===== src/rtl/can_rxp_pkg.sv =====
package can_rxp_pkg;
  localparam int unsigned MBOX_N = 16;
endpackage


===== src/rtl/rxp_set_decode.sv =====
module rxp_set_decode #(
  parameter int unsigned N     = 16,
  parameter int unsigned IDX_W = 4
) (
  input  logic             clk,
  input  logic             rst_n,
  input  logic             rx_done,
  input  logic [IDX_W-1:0] rx_mbox,
  input  logic             rx_is_data,
  input  logic [N-1:0]     rx_cfg,
  output logic [N-1:0]     set_vec
);
  always_comb begin
    for (int i = 0; i < N; i++) begin
      set_vec[i] = rx_done && rx_is_data && rx_cfg[i] && (rx_mbox == IDX_W'(i));
    end
  end


  set_onehot_chk: assert property (@(posedge clk) disable iff (!rst_n) $onehot0(set_vec));
endmodule


===== src/rtl/rxp_flag_cell.sv =====
module rxp_flag_cell (
  input  logic clk,
  input  logic rst_n,
  input  logic set_i,
  input  logic clr_i,
  output logic q
);
  always_ff @(posedge clk or negedge rst_n) begin
    if (!rst_n)     q <= 1'b0;
    else if (set_i) q <= 1'b1;
    else if (clr_i) q <= 1'b0;
  end


  set_wins_chk: assert property (@(posedge clk) disable iff (!rst_n) set_i |=> q);

  clear_chk: assert property (@(posedge clk) disable iff (!rst_n) (clr_i && !set_i) |=> !q);

  no_sw_set_chk: assert property (@(posedge clk) disable iff (!rst_n) (!set_i && !q) |=> !q);
endmodule


===== src/rtl/rxp_irq_gen.sv =====
module rxp_irq_gen #(
  parameter int unsigned N = 16
) (
  input  logic         clk,
  input  logic         rst_n,
  input  logic [N-1:0] flags,
  input  logic [N-1:0] irq_mask,
  input  logic         glob_mask,
  output logic         dfrx_flag,
  output logic         irq_out
);
  assign dfrx_flag = |(flags & ~irq_mask);

  always_ff @(posedge clk or negedge rst_n) begin
    if (!rst_n) irq_out <= 1'b0;
    else        irq_out <= dfrx_flag & ~glob_mask;
  end


  irq_rise_chk: assert property (@(posedge clk) disable iff (!rst_n) (dfrx_flag && !glob_mask) |=> irq_out);

  irq_quiet_chk: assert property (@(posedge clk) disable iff (!rst_n) !(dfrx_flag && !glob_mask) |=> !irq_out);
endmodule


===== src/rtl/can_rx_pend_flags.sv =====
module can_rx_pend_flags #(
  parameter int unsigned N_MBOX = can_rxp_pkg::MBOX_N,
  localparam int unsigned IDX_W = $clog2(N_MBOX)
) (
  input  logic              clk,
  input  logic              rst_n,
  input  logic              rx_done,
  input  logic [IDX_W-1:0]  rx_mbox,
  input  logic              rx_is_data,
  input  logic [N_MBOX-1:0] rx_cfg,
  input  logic [N_MBOX-1:0] irq_mask,
  input  logic              glob_mask,
  input  logic              wr_en,
  input  logic [N_MBOX-1:0] wr_data,
  output logic [N_MBOX-1:0] rd_flags,
  output logic              dfrx_flag,
  output logic              irq_out
);
  logic [N_MBOX-1:0] set_vec;
  logic [N_MBOX-1:0] clr_vec;
  logic [N_MBOX-1:0] flags;

  rxp_set_decode #(.N(N_MBOX), .IDX_W(IDX_W)) u_dec (
    .clk(clk), .rst_n(rst_n), .rx_done(rx_done), .rx_mbox(rx_mbox),
    .rx_is_data(rx_is_data), .rx_cfg(rx_cfg), .set_vec(set_vec)
  );

  assign clr_vec = wr_en ? wr_data : '0;

  for (genvar g = 0; g < N_MBOX; g++) begin : g_cell
    rxp_flag_cell u_cell (
      .clk(clk), .rst_n(rst_n), .set_i(set_vec[g]), .clr_i(clr_vec[g]), .q(flags[g])
    );
  end

  rxp_irq_gen #(.N(N_MBOX)) u_irq (
    .clk(clk), .rst_n(rst_n), .flags(flags), .irq_mask(irq_mask),
    .glob_mask(glob_mask), .dfrx_flag(dfrx_flag), .irq_out(irq_out)
  );


  assign rd_flags = flags;


  remote_ignored_chk: assert property (@(posedge clk) disable iff (!rst_n)
    (rx_done && !rx_is_data) |=> ((rd_flags & ~$past(rd_flags)) == '0));

  unconfigured_ignored_chk: assert property (@(posedge clk) disable iff (!rst_n)
    (rx_done && !rx_cfg[rx_mbox]) |=> ((rd_flags & ~$past(rd_flags)) == '0));

  data_set_chk: assert property (@(posedge clk) disable iff (!rst_n)
    (rx_done && rx_is_data && rx_cfg[rx_mbox]) |=> (rd_flags[$past(rx_mbox)]));
endmodule


===== config.mk =====
export PLATFORM = sky130hd
export DESIGN_NAME = can_rx_pend_flags
export DESIGN_NICKNAME = d
export VERILOG_FILES = /design/src/rtl/can_rxp_pkg.sv /design/src/rtl/rxp_set_decode.sv /design/src/rtl/rxp_flag_cell.sv /design/src/rtl/rxp_irq_gen.sv /design/src/rtl/can_rx_pend_flags.sv
export SDC_FILE = /design/constraint.sdc
export NUM_CORES = 1
export LEC_CHECK = 0
export ABC_AREA = 1
export ABC_CLOCK_PERIOD_IN_PS = 1000
export CORE_ASPECT_RATIO = 0.9
export CORE_UTILIZATION = 36
export CTS_BUF_LIST = sky130_fd_sc_hd__clkbuf_4
export DETAILED_ROUTE_END_ITERATION = 6
export GPL_TIMING_DRIVEN = 1
export PLACE_DENSITY = 0.84
export SETUP_SLACK_MARGIN = 0.5
export SYNTH_ARGS = -nofsm -noshare
export SYNTH_HDL_FRONTEND = slang
export SYNTH_SLANG_ARGS = --single-unit
export TNS_END_PERCENT = 20

===== constraint.sdc =====
create_clock -name clk -period 1 [get_ports clk]
set_input_delay 0.1 -clock clk [delete_from_list [all_inputs] [get_ports clk]]
set_output_delay 0.1 -clock clk [all_outputs]
set_load 0.01 [all_outputs]

=== Yosys cells after proc, flatten, opt, wreduce, memory -nomap -nowiden ===
Cells that the tools add are included.

* Equal/unequal tests: 15
* Multiplexer cells: 33
* Bitwise gates (word level): 4
* Reductions and logical operators: 51

{| class="wikitable"
|+ Operators with widths
! operator !! number
|-
| $logic_and A1 B1 Y1 || 33
|-
| $eq A4 B4 Y1 const B || 8
|-
| $mux W1 || 32
|-
| $reduce_bool A2 Y1 || 16
|-
| $and A16 B16 Y16 || 1
|-
| $eq A4 B3 Y1 const B || 4
|-
| $mux W16 || 1
|-
| $not A16 Y16 || 1
|-
| $reduce_or A16 Y1 || 1
|-
| $eq A4 B2 Y1 const B || 2
|-
| $eq A4 B1 Y1 const B || 1
|-
| $logic_not A4 Y1 || 1
|-
| $and A1 B1 Y1 || 1
|-
| $not A1 Y1 || 1
|}

* Register bits after elaboration: 17
* Output and inout port bits: 18

=== Longest topological paths before layout ===
Gate-level depths: netlist of run 1.

* Word-level depth: 4
* Mapped depth: 7
* Mapped depth without buffers: 7

=== Modules after synthesis ===
From an unflattened synthesis of run 1, not the netlist that was laid out.

* Cell total of the unflattened synthesis: 213
* Area, all modules: 1238.7 µm²

{| class="wikitable"
|+ Modules (own cells, without submodules)
! module !! times used !! cells each !! area each (µm²) !! sequential area each (µm²)
|-
| rxp_flag_cell || 16 || 5 || 40.0 || 25.0
|-
| rxp_set_decode || 1 || 50 || 225.2 || 0.0
|-
| rxp_irq_gen || 1 || 49 || 209.0 || 25.0
|-
| can_rx_pend_flags || 1 || 34 || 163.9 || 0.0
|}

=== Least setup slack after synthesis of run 1 ===
Ideal clock, no wire load.

* Path kind: register -> output
* Start: register g_cell[8].u_cell.q
* End: output dfrx_flag
* Arrival: 0.808 ns
* Required time: 0.900 ns
* Slack: 0.092 ns
* Cell stages (with the launch flop): 7
* Path through: dfrtp_1 > nand2_1 > nand2_1 > nor2_1 > nand2_1 > nor2_1 > inv_1

* Word-level cells in the longest chain between the ends: 2

{| class="wikitable"
|+ RTL lines
! item !! line !! source
|-
| start, declared || rxp_flag_cell.sv:6 || <nowiki>output logic q</nowiki>
|-
| start signal, assigned || rxp_flag_cell.sv:9 || <nowiki>if (!rst_n) q <= 1'b0;</nowiki>
|-
| start signal, assigned || rxp_flag_cell.sv:10 || <nowiki>else if (set_i) q <= 1'b1;</nowiki>
|-
| start signal, assigned || rxp_flag_cell.sv:11 || <nowiki>else if (clr_i) q <= 1'b0;</nowiki>
|-
| $and A16 B16 Y16 || rxp_irq_gen.sv:12 || <nowiki>assign dfrx_flag = |(flags & ~irq_mask);</nowiki>
|-
| $reduce_or A16 Y1 || rxp_irq_gen.sv:12 ||
|-
| end, declared || can_rx_pend_flags.sv:16 || <nowiki>output logic dfrx_flag,</nowiki>
|}

Every way passes these cells.

=== Final worst setup path of run 1 ===
* Start: register g_cell[7].u_cell.q
* End: output dfrx_flag

* Word-level cells in the longest chain between the ends: 2

{| class="wikitable"
|+ RTL lines
! item !! line
|-
| start, declared || rxp_flag_cell.sv:6
|-
| start signal, assigned || rxp_flag_cell.sv:9
|-
| start signal, assigned || rxp_flag_cell.sv:10
|-
| start signal, assigned || rxp_flag_cell.sv:11
|-
| $and A16 B16 Y16 || rxp_irq_gen.sv:12
|-
| $reduce_or A16 Y1 || rxp_irq_gen.sv:12
|}

Every way passes these cells.

==> results of run 1 <==
## cells in the mapped netlist (all sizes together)
library cell  count  area, µm²
nand4             1      6.260
buf              18      130.1
dfrtp            17      425.4
nand3            11      55.05
nor3              1      10.01
inv              20      75.07
nor3b             2      37.54
o21ai             5      25.02
a21oi             1      5.000
a31o              1      8.760
nor2              8      30.03
nand2            72      272.8
## through the flow
step                      worst slack (ps)  TNS [ps]  cell area [µm²]
after floorplan                      98.14         0             1107
after global placement              -620.3     -5588             1923
after detailed placement            -626.4     -6044             1923
after CTS                           -420.9     -1358             2033
after global routing                -537.7     -2326             2076
final                               -437.5     -1521             2076
## registers in the layout, summed over array words and instances, names as in the netlist
name,count
g_cell.u_cell.q,16
u_irq.irq_out,1
## cells in the final DEF (no fill, tap or decap)
cell type,Yosys,routed
a21oi_1,1,1
a31o_1,1,1
buf_2,2,4
buf_4,16,11
buf_6,0,31
clkbuf_4,0,3
clkdlybuf4s15_1,0,1
clkdlybuf4s15_2,0,2
clkdlybuf4s50_1,0,50
clkinv_2,0,1
dfrtp_1,17,17
dlygate4sd2_1,0,3
inv_1,19,18
inv_2,1,2
nand2_1,71,70
nand2_2,1,1
nand2_8,0,1
nand3_1,11,10
nand3_2,0,1
nand4_1,1,1
nor2_1,8,6
nor2_2,0,2
nor3_4,0,1
nor3b_4,2,2
o21ai_1,5,4
o21ai_2,0,1
## worst min-delay path by stage
stage | start | end | slack, ps
final | rst_n | g_cell[0].u_cell.q$_DFFE_PN0P_ | 120
after global routing | rst_n | g_cell[0].u_cell.q$_DFFE_PN0P_ | 130
after CTS | rst_n | g_cell[13].u_cell.q$_DFFE_PN0P_ | 120
after detailed placement | rst_n | g_cell[14].u_cell.q$_DFFE_PN0P_ | 460
after global placement | rst_n | g_cell[14].u_cell.q$_DFFE_PN0P_ | 450
after floorplan | rst_n | g_cell[0].u_cell.q$_DFFE_PN0P_ | -200
## what timing repair did
item	CTS	global route
endpoints found under the hold margin	0	0
setup endpoints to repair	35	35
setup buffers	3	3
pin swaps	13	6
resized for setup	113	9
## power groups by stage
stage	registers, mW	clock network (mW)	logic, mW
after global placement	0.731	0	0.480
after detailed placement	0.731	0	0.488
final	0.720	0.392	0.507
after CTS	0.720	0.403	0.493
after global routing	0.722	0.442	0.551
after floorplan	0.735	0	0.146
## critical path: cells and delay by family (launching register included)
kind,cells,cell delay [ps]
simple gates,5,450
flops,1,410
buf+inv,2,180
## kinds of logic (layout without fill, tap and decap cells)
| kind of cell | Yosys count | after routing |
|---|---|---|
| AND/OR/NAND/NOR | 95 | 95 |
| buffers and inverters | 38 | 126 |
| flip-flops | 17 | 17 |
| AO/OA/AOI/OAI | 7 | 7 |
## metal layers
layer | vias to the layer above | global-route usage, % | share of wire, %
met1 | 579 | 23.11 | 38
met5 | - | 0 | 0
met3 | 4 | 6.250 | 6.8
met2 | 47 | 44.81 | 55
li1 | 638 | - | -
met4 | 0 | 3.876 | 0.98
## final cells by class
type	instances	area, µm²	area share, %
Timing Repair Buffer	102	1011	48.70
Multi-Input combinational cell	102	486.7	23.45
Sequential cell	17	425.4	20.49
Inverter	20	75.07	3.617
Tap cell	40	50.05	2.411
Clock buffer	3	22.52	1.085
Clock inverter	1	5.005	0.2411
==> metrics, run 1 <==
number of nets with antenna violations after routing 0; worst stage delay on the critical path 410 ps; CP Launch Type register; flop2flop setup slack 0 ps; clock latency on the worst-skew pair 300 ps; vias in the first global route 1245; Final min period 1438 ps; critical path cell sequence nand2_1, nand2_1, nor2_1, nand2_1, nor2_2, inv_1, buf_2; Worst Skew 4.040 ps; Worst-path clk slew 110 ps; DP Cell Count 275; failing checks setup timing; period utilization 143.8%; Clk pwr share 24.2%; fillers around 240; VDD IR-drop max about 0.73 mV; CP dominant cell by count nand2_1; count of final max-slew check failures 0; final setup vio count 17; RD Place Congestion about 0.81; Site Rows 18; syn_nets ~220; Slew @ Worst Pin 330.4 ps; Flop pwr share 44.5%; Net count, final around 300; Max Cap Viol 0; number of CTS-inserted buffers 3; cell count after synthesis around 160; Crit Path Class reg -> out; WP data required 900 ps; Hold Slack 119.0 ps; xor/xnor share of the synthesized area 0%; CTS H-tree depth 1; vias per cell roughly 4.4; Gate power share 31.3%; Power Dens Cells 780.5 nW/µm²; outcome finished with violations; Syn Area/Cell 6.886 µm²; Root Driver clkbuf_4; Mapped Area 1081 µm²; cells on worst reg2reg path 6; simple-gate share of the synthesized area 38.08%; adder-cell share of the synthesized area 0%; Worst Setup EP dfrx_flag; worst setup path start g_cell[7].u_cell.q$_DFFE_PN0P_; post-synthesis cell type count 15; clock tree buffer depth 2; dpl hpwl 2.571 mm; drt total wl 3.461 mm; Final Hold Vio Count 0; sw frac 27.38%; post-detailed-route wirelength per cell 12.14 µm; main combinational cell family by area after synthesis simple AND/OR/NAND/NOR gates; Initial DRT Pass Iterations 4; total track usage 22.31%; Final Non-Filler Cells ~290; synthesized flop and latch total 17; RSZ-0062 raised after global routing true; largest net degree at the start of global routing 18; P&R area growth vs syn 92.01%; # IOs 76; P_leak 1.104 nW; multiplexer area fraction after synthesis 0%; Slew HR 77.89%; DRC errors left 0; Reg-to-Reg Start g_cell[7].u_cell.q$_DFFE_PN0P_; Diodes inserted 0; core area 2793 µm²; Die Footprint 3226 µm²; register area share after synthesis 39.35%; total power draw 1.620 mW; worst-path fanout max 2; Net Switching about 0.44 mW; Congestion Overflow GR 0; fraction of layout cells with a size suffix above 1 25.71%; via count 1268; Initial DRC Count 36; quantity of hold-fixing buffers added after cts 0; Chip Width roughly 60 µm; RR Endpoint u_irq.irq_out$_DFF_PN0_; Fmax 0.6956 GHz; Worst Setup End Kind output port; Worst Path Arrival 1340 ps; port bufs 75; critical path's slowest cell dfrtp_1; total clock sinks 17; Internal Power about 1.2 mW; final core utilization about three quarters; number of synthesis warnings 0; CTS tree built; initial antenna violation count 0; compound-cell area share of the yosys netlist 3.588%; Initial Util 38.71%; die height 53.99 µm; first-pass GRT wire length about 5.2 mm; Final WS setup -437.5 ps; HP Class in -> async
(Power assumes the default switching activity.)
==> run 2, diff against run 1 <==
--- a/config.mk
+++ b/config.mk
@@ -6,7 +6,7 @@
 export NUM_CORES = 1
 export LEC_CHECK = 0
 export ABC_AREA = 1
-export ABC_CLOCK_PERIOD_IN_PS = 1000
+export ABC_CLOCK_PERIOD_IN_PS = 1600
 export CORE_ASPECT_RATIO = 0.9
 export CORE_UTILIZATION = 36
 export CTS_BUF_LIST = sky130_fd_sc_hd__clkbuf_4
==> constraint.sdc (replaced) <==
create_clock -name clk -period 1.6 [get_ports clk]
set_input_delay 0.16 -clock clk [delete_from_list [all_inputs] [get_ports clk]]
set_output_delay 0.16 -clock clk [all_outputs]
set_load 0.01 [all_outputs]
==> run 2 against run 1 <==
Compared with the run above: the run now ends clean; via count decreased by 8.6%; critical path depth is the same; final area shrank 10%; utilization decreased by 7.8 points; critical endpoint unchanged; largest cell class unchanged; largest power group unchanged.
==> metrics, run 2 (same netlist as run 1, synthesis figures left out) <==
Reg with most FFs g_cell.u_cell.q (unchanged); Gate power share 29.0% (was 31.3%); number of nets with antenna violations after routing 0 (unchanged); port bufs 75 (unchanged); post-place setup slack -186.6 ps (was -626.4 ps); dpl hpwl 2.416 mm (was 2.571 mm); first-pass GRT wire length 4.457 mm (was 5.209 mm); RD Place Congestion 0.7171 (was 0.8095); vias per cell 4.341 (was 4.449); Final Hold Vio Count 0 (unchanged); period utilization 91.87%; P_leak 0.9680 nW (was 1.104 nW); critical path's slowest cell dfrtp_1 (unchanged); fraction of layout cells with a size suffix above 1 10.57% (was 25.71%); core area 2793 µm² (unchanged); total clock sinks 17 (unchanged); DRC errors left 0 (unchanged); post-detailed-route wirelength per cell 11.03 µm (was 12.14 µm); die height 53.99 µm (unchanged); Worst Setup End Kind output port (unchanged); total power draw 0.9731 mW (was 1.620 mW); Slew HR 74.95% (was 77.89%); largest net degree at the start of global routing 18 (unchanged); Bufs and invs on worst path 2 (unchanged); number of CTS-inserted buffers 3 (unchanged); critical path cell sequence nand2_1, nand2_1, nor2_2, nand2_1, nor2_2, inv_1, buf_2 (was nand2_1, nand2_1, nor2_1, nand2_1, nor2_2, inv_1, buf_2); Net count, final 286 (was 304); final setup vio count 0 (was 17); Final min period between 1000 and 1500 ps; clock tree buffer depth 2 (unchanged); Flop pwr share 46.3% (was 44.5%); outcome complete, no violations (was finished with violations); HP Class in -> async (unchanged); CP Launch Type register (unchanged); Worst-path clk slew 90 ps (was 110 ps); vias in the first global route 1044 (was 1245); max FFs per register 16 (unchanged); clock latency on the worst-skew pair 280 ps (was 300 ps); total track usage 19.47% (was 22.31%); Site Rows 18 (unchanged); Clk pwr share 24.8% (was 24.2%); Hold Slack 197.2 ps (was 119.0 ps); Root Driver clkbuf_4 (unchanged); final core utilization 66.58% (was 74.33%); WP data required 1440 ps (was 900 ps); # IOs 76 (unchanged); Final Non-Filler Cells 267 (was 285); cells on worst reg2reg path 6 (unchanged); Initial DRC Count 19 (was 36); VDD IR-drop max 0.4031 mV (was 0.7302 mV); count of final max-slew check failures 0 (unchanged); Slew @ Worst Pin 374.3 ps (was 330.4 ps); P&R area growth vs syn 71.99% (was 92.01%); Max Cap Viol 0 (unchanged); most frequent cells in the layout nand2_1, clkdlybuf4s50_1, inv_1 (was nand2_1, clkdlybuf4s50_1, buf_6); Die Footprint 3226 µm² (unchanged); Final WS setup 130.0 ps (was -437.5 ps); RSZ-0062 raised after global routing true (unchanged); Fmax roughly 0.7 GHz; Worst Skew 0.3950 ps (was 4.040 ps); CTS tree built (unchanged); leading cell type in the layout, fill and taps excluded nand2_1 (unchanged); Power Dens Cells 523.4 nW/µm² (was 780.5 nW/µm²); Crit Path Class reg -> out (unchanged); flop2flop setup slack 590 ps (was 0 ps); worst stage delay on the critical path 400 ps (was 410 ps); Net Switching 0.2347 mW (was 0.4435 mW); CTS H-tree depth 1 (unchanged); worst-path fanout max 3 (was 2); Initial DRT Pass Iterations 4 (unchanged); via count 1159 (was 1268); drt total wl 2.944 mm (was 3.461 mm); CP dominant cell by count nand2_1 (unchanged); Initial Util 38.71% (unchanged); RR Endpoint u_irq.irq_out$_DFF_PN0_ (unchanged); initial antenna violation count 0 (unchanged); Worst Path Arrival 1310 ps (was 1340 ps); DP Cell Count 256 (was 275); Top Registers g_cell.u_cell.q x16, u_irq.irq_out x1 (unchanged); Internal Power 0.7384 mW (was 1.177 mW); critical path's top delay family simple AND/OR/NAND/NOR gates (unchanged); Reg-to-Reg Start g_cell[10].u_cell.q$_DFFE_PN0P_ (was g_cell[7].u_cell.q$_DFFE_PN0P_); Diodes inserted 0 (unchanged); Chip Width 59.76 µm (unchanged); Congestion Overflow GR 0 (unchanged); sw frac 24.12% (was 27.38%)
run 2: cell count changes in the layout (fill, tap and decap cells not counted), sizes merged:
cell	before	now
dlymetal6s2s	0	1
clkdlybuf4s15	3	0
buf	46	13
dlygate4sd2	3	0
clkinv	1	0
clkdlybuf4s50	50	70
clkbuf	3	4
run 2: routing by layer:
metal	wire length [µm]	global-route usage [%]
met1	1330	24.05
met2	1397	33.33
met5	0	0
met4	13	4.264
met3	202	6.010
run 2: layout make-up:
type	count	area, µm²
clock buffers	4	30.03
fillers	273	933.4
inverters	20	75.07
multi-input cells	102	455.4
flip-flops and latches	17	425.4
well taps	40	50.05
repair buffers	84	823.3
run 2: timing repair:
action	in CTS	in global routing
hold buffers	0	0
gates resized for setup	16	6
buffers inserted	5	2
setup endpoints to repair	18	19
pin swaps	4	3
run 2: through the flow:
| stage | instance area (µm²) | setup TNS, ps |
|---|---|---|
| final | 1859 | 0 |
| after global routing | 1859 | 0 |
| after CTS | 1838 | 0 |
| after detailed placement | 1767 | -186.6 |
| after global placement | 1767 | -180.8 |
| after floorplan | 1081 | 0 |
run 2: worst max-delay path by stage:
stage / startpoint / to / slack (ps) / cells past startpoint
after floorplan: g_cell[8].u_cell.q$_DFFE_PN0P_ / dfrx_flag / 630 / 6
after global routing: g_cell[0].u_cell.q$_DFFE_PN0P_ / dfrx_flag / 1 / 7
after global placement: irq_mask[10] / dfrx_flag / -180 / 9
after detailed placement: irq_mask[11] / dfrx_flag / -190 / 9
after CTS: g_cell[0].u_cell.q$_DFFE_PN0P_ / dfrx_flag / 100 / 7
final: g_cell[10].u_cell.q$_DFFE_PN0P_ / dfrx_flag / 130 / 7
run 2: power groups by stage:
stage                     sequential, mW  combinational [mW]  clock (mW)
final                              0.450               0.282       0.241
after global routing               0.452               0.309       0.275
after CTS                          0.451               0.281       0.255
after detailed placement           0.460               0.278           0
after global placement             0.460               0.273           0
after floorplan                    0.460              0.0858           0
